## src/rtl/bilbo_pkg.sv

```systemverilog
package bilbo_pkg;

  typedef enum logic [1:0] {
    BR_CAPTURE  = 2'b00,
    BR_SHIFT    = 2'b01,
    BR_GENERATE = 2'b10,
    BR_COMPACT  = 2'b11
  } bilbo_mode_e;

endpackage

```

## src/rtl/bilbo_feedback.sv

```systemverilog
// Parity of the tapped stages of the register (external feedback).
module bilbo_feedback #(
  parameter int          WIDTH = 8,
  parameter logic [WIDTH-1:0] TAPS = 8'b1011_1000
) (
  input  logic [WIDTH-1:0] state,
  output logic             fb
);

  logic [WIDTH:0] chain;

  assign chain[0] = 1'b0;

  generate
    for (genvar i = 0; i < WIDTH; i++) begin : g_tap
      if (TAPS[i]) begin : g_on
        assign chain[i+1] = chain[i] ^ state[i];
      end else begin : g_off
        assign chain[i+1] = chain[i];
      end
    end
  endgenerate

  assign fb = chain[WIDTH];

endmodule

```

## src/rtl/bilbo_next_state.sv

```systemverilog
// Next-state selection for the four behaviours of the shared register.
module bilbo_next_state
  import bilbo_pkg::*;
#(
  parameter int               WIDTH = 8,
  parameter logic [WIDTH-1:0] SEED  = 8'h01
) (
  input  bilbo_mode_e      mode,
  input  logic [WIDTH-1:0] state,
  input  logic             fb,
  input  logic [WIDTH-1:0] par_in,
  input  logic             scan_in,
  output logic [WIDTH-1:0] next_state
);

  logic [WIDTH-1:0] lfsr_step;
  logic             is_zero;

  assign lfsr_step = {state[WIDTH-2:0], fb};
  assign is_zero   = (state == '0);

  always_comb begin
    unique case (mode)
      BR_CAPTURE:  next_state = par_in;
      BR_SHIFT:    next_state = {state[WIDTH-2:0], scan_in};
      BR_GENERATE: next_state = is_zero ? SEED : lfsr_step;
      BR_COMPACT:  next_state = lfsr_step ^ par_in;
      default:     next_state = state;
    endcase
  end

endmodule

```

## src/rtl/bilbo_reg.sv

```systemverilog
module bilbo_reg
  import bilbo_pkg::*;
#(
  parameter int               WIDTH = 8,
  parameter logic [WIDTH-1:0] TAPS  = 8'b1011_1000,
  parameter logic [WIDTH-1:0] SEED  = 8'h01
) (
  input  logic             clk,
  input  logic             rst,
  input  logic             seed_load,
  input  logic [1:0]       mode,
  input  logic [WIDTH-1:0] par_in,
  input  logic             scan_in,
  output logic [WIDTH-1:0] par_out,
  output logic             scan_out
);

  localparam int MSB = WIDTH - 1;

  logic [WIDTH-1:0] q;
  logic [WIDTH-1:0] q_next;
  logic             fb;
  bilbo_mode_e      mode_e;

  assign mode_e = bilbo_mode_e'(mode);

  bilbo_feedback #(.WIDTH(WIDTH), .TAPS(TAPS)) u_fb (
    .state (q),
    .fb    (fb)
  );

  bilbo_next_state #(.WIDTH(WIDTH), .SEED(SEED)) u_ns (
    .mode       (mode_e),
    .state      (q),
    .fb         (fb),
    .par_in     (par_in),
    .scan_in    (scan_in),
    .next_state (q_next)
  );

  always_ff @(posedge clk) begin
    if (rst)            q <= '0;
    else if (seed_load) q <= SEED;
    else                q <= q_next;
  end

  assign par_out  = q;
  assign scan_out = q[MSB];

endmodule

```

## config.mk

```make
export PLATFORM = sky130hd
export DESIGN_NAME = bilbo_reg
export DESIGN_NICKNAME = d
export VERILOG_FILES = /design/src/rtl/bilbo_pkg.sv /design/src/rtl/bilbo_feedback.sv /design/src/rtl/bilbo_next_state.sv /design/src/rtl/bilbo_reg.sv
export SDC_FILE = /design/constraint.sdc
export NUM_CORES = 1
export LEC_CHECK = 0
export BUFFER_PORTS_ARGS = -buffer_cell sky130_fd_sc_hd__buf_2
export CAP_MARGIN = 20
export CORE_MARGIN = 5
export CORE_UTILIZATION = 40
export DETAILED_ROUTE_END_ITERATION = 8
export GPL_TIMING_DRIVEN = 0
export PLACE_DENSITY = 0.69
export SLEW_MARGIN = 25
export SYNTH_ARGS = -nofsm -noshare
export SYNTH_HDL_FRONTEND = slang
export SYNTH_SLANG_ARGS = --single-unit
```

## constraint.sdc

```tcl
create_clock -name clk -period 1.05 [get_ports clk]
set_input_delay 0.105 -clock clk [delete_from_list [all_inputs] [get_ports clk]]
set_output_delay 0.105 -clock clk [all_outputs]
set_load 0.01 [all_outputs]
```

==> Word level (Yosys, flattened, before mapping) <==
Cells that the tools add are included.
{ "classes": {"eq_ne": 3, "mux": 3, "n_bitwise": 4, "n_reduce_logical": 3} }
{ "op_table": {"columns": ["cell", "count"], "rows": [
  ["8-bit one-hot mux with 4 select lines", 1],
  ["8-bit logical NOT", 1],
  ["8-bit 2-to-1 mux", 1],
  ["8-bit XOR", 1],
  ["2-bit == test, second input constant", 2],
  ["1-bit XOR", 3],
  ["2-bit by 1-bit == test with 1-bit output, second input constant", 1],
  ["2-bit logical NOT", 1],
  ["2-bit OR reduction", 1],
  ["1-bit 2-to-1 mux", 1]
]} }
{ "word_totals": {"regBits": 8, "input_bits": 14, "out_inout_bits": 9, "wordCells": 15} }

==> Logic depth before layout (Yosys ltp) <==
{ "depth": {"ltp_word": 6, "depth_mapped": 6, "mapped_depth_nobuf": 4} }

==> Hierarchy <==
A second synthesis with hierarchy kept.
{ "unflattened": {"hier_cells": 73, "hier_area_um2": 659.4} }
{ "by_module_without_submodules": {"columns": ["module", "instances", "cells_each", "area_each_um2", "seq_area_each_um2"], "rows": [
  ["bilbo_next_state", 1, 51, 345.3, 0.0],
  ["bilbo_reg", 1, 19, 287.8, 160.2],
  ["bilbo_feedback", 1, 3, 26.3, 0.0]
]} }

==> Worst setup path before layout <==
Ideal clock, no wire load.
{ "synth_timing": {"kind": "reg-to-reg", "from": "reg q[5], in the netlist par_out[5]", "to": "reg q[0], in the netlist par_out[0]", "setup_ps": 127, "arrival_ps": 1103, "required_time_ps": 923, "path_slack_ps": -179, "stages_incl_launch_ff": 5, "n_path_buf": 0, "synth_period_minus_slack_ps": 1229, "path_cell_list": "dfxtp_1 xor2_1 xnor2_1 o311ai_0 o32ai_1"} }
{ "synth_between": {"elab_chain_cells": 5, "elab_cells_between_ends": 7, "cone_classes": "mux: 3; bitwise: 3; reduce/logical: 1"} }
{ "synth_lines": {"columns": ["element", "line_no", "rtl"], "rows": [
  ["start: declaration", "bilbo_reg.sv:20", "logic [WIDTH-1:0] q;"],
  ["start signal: assignment", "bilbo_reg.sv:44", "else q <= q_next;"],
  ["1-bit XOR (2 in a row)", "bilbo_feedback.sv:17", "assign chain[i+1] = chain[i] ^ state[i];"],
  ["8-bit XOR or 8-bit 2-to-1 mux (tied branches)", "bilbo_next_state.sv:27, bilbo_next_state.sv:26", null],
  ["8-bit one-hot mux with 4 select lines (*)", "bilbo_next_state.sv:23", "unique case (mode)"],
  ["1-bit 2-to-1 mux (*)", "bilbo_reg.sv:43", "else if (seed_load) q <= SEED;"]
]} }
Every way passes the cells marked *; elsewhere a longest branch is shown, timed or not.
A chain may end at the register's enable or synchronous reset.

==> Final worst setup path <==
{ "layout_timing": {"from": "reg q[7], in the netlist par_out[7]", "to": "reg q[0], in the netlist par_out[0]"} }
{ "layout_between": {"elab_chain_cells": 4, "elab_cells_between_ends": 6, "cone_classes": "mux: 3; bitwise: 2; reduce/logical: 1"} }
{ "layout_lines": {"columns": ["element", "line_no"], "rows": [
  ["8-bit logical NOT or 1-bit XOR (tied branches)", "bilbo_next_state.sv:20, bilbo_feedback.sv:17"],
  ["8-bit 2-to-1 mux or 8-bit XOR (tied branches)", "bilbo_next_state.sv:26, bilbo_next_state.sv:27"],
  ["8-bit one-hot mux with 4 select lines (*)", "bilbo_next_state.sv:23"],
  ["1-bit 2-to-1 mux (*)", "bilbo_reg.sv:43"]
]} }
Marks and branches as above.

==> impl_metrics.csv <==
group,metric,value,unit
status,failed_checks,"negative setup slack",
setup_path,critPathLaunchType,"flip-flop",
setup_path,slowest_delay,360,ps
grt,grt-ovfl-total,0,
layout,largest_reg_flops,8,
clock_network,cts_tree,"built",
sta,setup_viol,1,
clock_network,clock-sinks,8,
setup_path,crit_chain,"xor2_2 > xnor2_2 > o311ai_2 > o32ai_2",
placed_design,placedInstanceArea,669.4,um^2
synth,syn-num-nets,77,
grt,grt_pass1_wl,2518,um
synth,synth.distinct_cells,19,
sta,post-route-min-period,1210,ps
floorplan,dieWidth,46.38,um
layout,fillers,120,
sta,fmax,826.3,MHz
synth,synth-edff-count,0,
route,firstDrtPassIters,4,
synth,yosys.area.top_type,"dfxtp_1",
floorplan,die_y,46.38,um
sta,fin_setup_tns,-160.2,ps
floorplan,start_util,41.72,%
layout,finish.instance_area,788.3,um^2
grt,grt_max_degree,11,
synth,synthFlopType,"dfxtp_1",
sta,fin_crit_sh,115.3,%
setup_path,crit_slowest_cell,"dfxtp_4",
placed_design,preCtsSetupSlack,-150.2,ps
clock_network,numCtsBuffers,3,
run,maxCapViolCount,0,
pwr,ir_drop,0.6867,mV
sta,finalHoldViolations,0,
placed_design,portBuffers,21,
floorplan,core,0.001269,mm^2
setup_path,path_buf_inv,0,
synth,synthCells,63,
setup_path,crit_fanout,4,
floorplan,num_rows,13,
setup_path,crit_path_end_kind,"flip-flop",
clock_network,clk_path_buf_depth,2,
layout,diodes,0,
clock_network,ctsHoldBuffers,0,
synth,syn_area,529.3,um^2
setup_path,required,1190,ps
sta,maxSlewHeadroom,62.34,%
synth,synth.most_common_cell,"dfxtp_1",
pwr,finalPower,0.8199,mW
route,drc,0,
placed_design,gp_congestion,0.7442,
setup_path,worstPathArrival,1350,ps
clock_network,cts_root_buffer,"clkbuf_4",
route,vias,603,
route,antenna_left,0,
floorplan,die_area,0.002151,mm^2
route,routed_wl,1562,um
layout,nets,104,
synth,synth_area_leaders,"dfxtp_1, mux2_2, o221ai_1",
layout,fin_cells,104,
placed_design,dp_cells,99,
route,routedWlPerCell,15.02,um
synth,syn_area_per_cell,8.401,um^2
route,drtIter0Drc,12,
layout,post-route-util,62.13,%
min_path,hold_class,"in2reg",
synth,synth-async-reset-ratio,0,%
sta,drv_slew,0,
synth,netlist.area_leader.share,30.26,%
floorplan,ios,23,
clock_network,htree_levels,1,
setup_path,worstSetupPathType,"reg2reg",
synth,yosysWarnings,0,
pwr,p_leak,0.3327,nW
clock_network,clk_latency,260,ps
grt,track_usage,17.18,%
route,viasPerCell,5.798,
status,outcome,"finished, violations left",
layout,drive_above_1_share,56.18,%
sta,worstMarginPinSlew,562.8,ps
clock_network,path_clk_slew,60,ps
sta,skew,5.572,ps
grt,antenna_found_initial,0,
sta,rsz0062_at_grt,"yes",
layout,syn2layout_area_growth,48.94,%
setup_path,cp_top_family,"compound AO/OA/AOI/OAI gates",
synth,synth.ff_latch_count,8,
sta,hold_slack,61.97,ps
pwr,pwr_density_cell,1040,mW/mm^2
sta,fin_ws,-160.2,ps
grt,grt_pass1_vias,557,
synth,yosysSeqAreaShare,30.26,%
worst paths after layout:
path	endpoint	startpoint	slack, ps	cells after the start
setup / recovery	par_out[0]$_SDFF_PP0_	par_out[7]$_SDFF_PP0_	-160	4
hold reg to reg	par_out[7]$_SDFF_PP0_	par_out[6]$_SDFF_PP0_	590	2
setup reg to reg	par_out[0]$_SDFF_PP0_	par_out[7]$_SDFF_PP0_	-160	4
hold / removal	par_out[0]$_SDFF_PP0_	rst	60	2
cell type report:
cell class	count	area [um^2]	area share [%]
clock buffers	4	26.28	3.333
plain buffers	5	33.78	4.286
multi-input cells	48	412.9	52.38
inverters	2	7.507	0.9524
well taps	15	18.77	2.381
repair buffers	22	112.6	14.29
flip-flops and latches	8	176.4	22.38
worst reg2reg max path, stage by stage (launching register included):
cell and delay (ps):
dfxtp_4 360, xor2_2 190, xnor2_2 160, o311ai_2 270, o32ai_2 110
logic make-up after synthesis:
logic type                count (synthesis)  share of synthesized area [%]
buffers and inverters                     7                          6.148
muxes                                     8                          16.79
and+or+nand+nor                          13                          12.29
DFF                                       8                          30.26
xor gates and xnor gates                  3                          4.965
AOI/OAI and AO/OA                        24                          29.55
routing by layer:
metal	wire length [um]	up-vias	global-route usage (%)
met4	41	0	12.50
met5	0	-	0
li1	-	299	-
met2	780	19	26.92
met1	641	279	19.91
met3	98	6	4.297
placed cells by master, fill, tap and decap left out:
cell / synthesis / layout
buf_2: 2 / 21
nand3_1: 7 / 7
o21ai_0: 7 / 7
mux2_2: 7 / 7
a21oi_1: 7 / 7
o221ai_1: 7 / 5
dfxtp_4: 0 / 4
clkbuf_1: 2 / 3
buf_4: 1 / 3
nor2_1: 3 / 3
clkbuf_4: 0 / 3
dfxtp_1: 8 / 3
o221ai_2: 0 / 2
xnor2_2: 0 / 2
inv_1: 2 / 2
buf_6: 0 / 1
nor4_4: 0 / 1
nor4_2: 0 / 1
xor2_2: 0 / 1
a211oi_2: 0 / 1
and3_1: 1 / 1
o311ai_2: 0 / 1
mux2i_1: 1 / 1
o32ai_2: 0 / 1
dfxtp_2: 0 / 1
power by group:
group | switching [mW] | total, mW | internal (mW)
Clock | 0.119 | 0.266 | 0.146
Combinational | 0.105 | 0.214 | 0.109
Sequential | 0.0275 | 0.340 | 0.313
timing repair:
| item | in CTS | in global routing |
|---|---|---|
| pin swaps | 1 | 0 |
| setup buffers | 0 | 1 |
| setup endpoints to repair | 1 | 3 |
| resized for setup | 8 | 7 |
(Power assumes the default switching activity.)
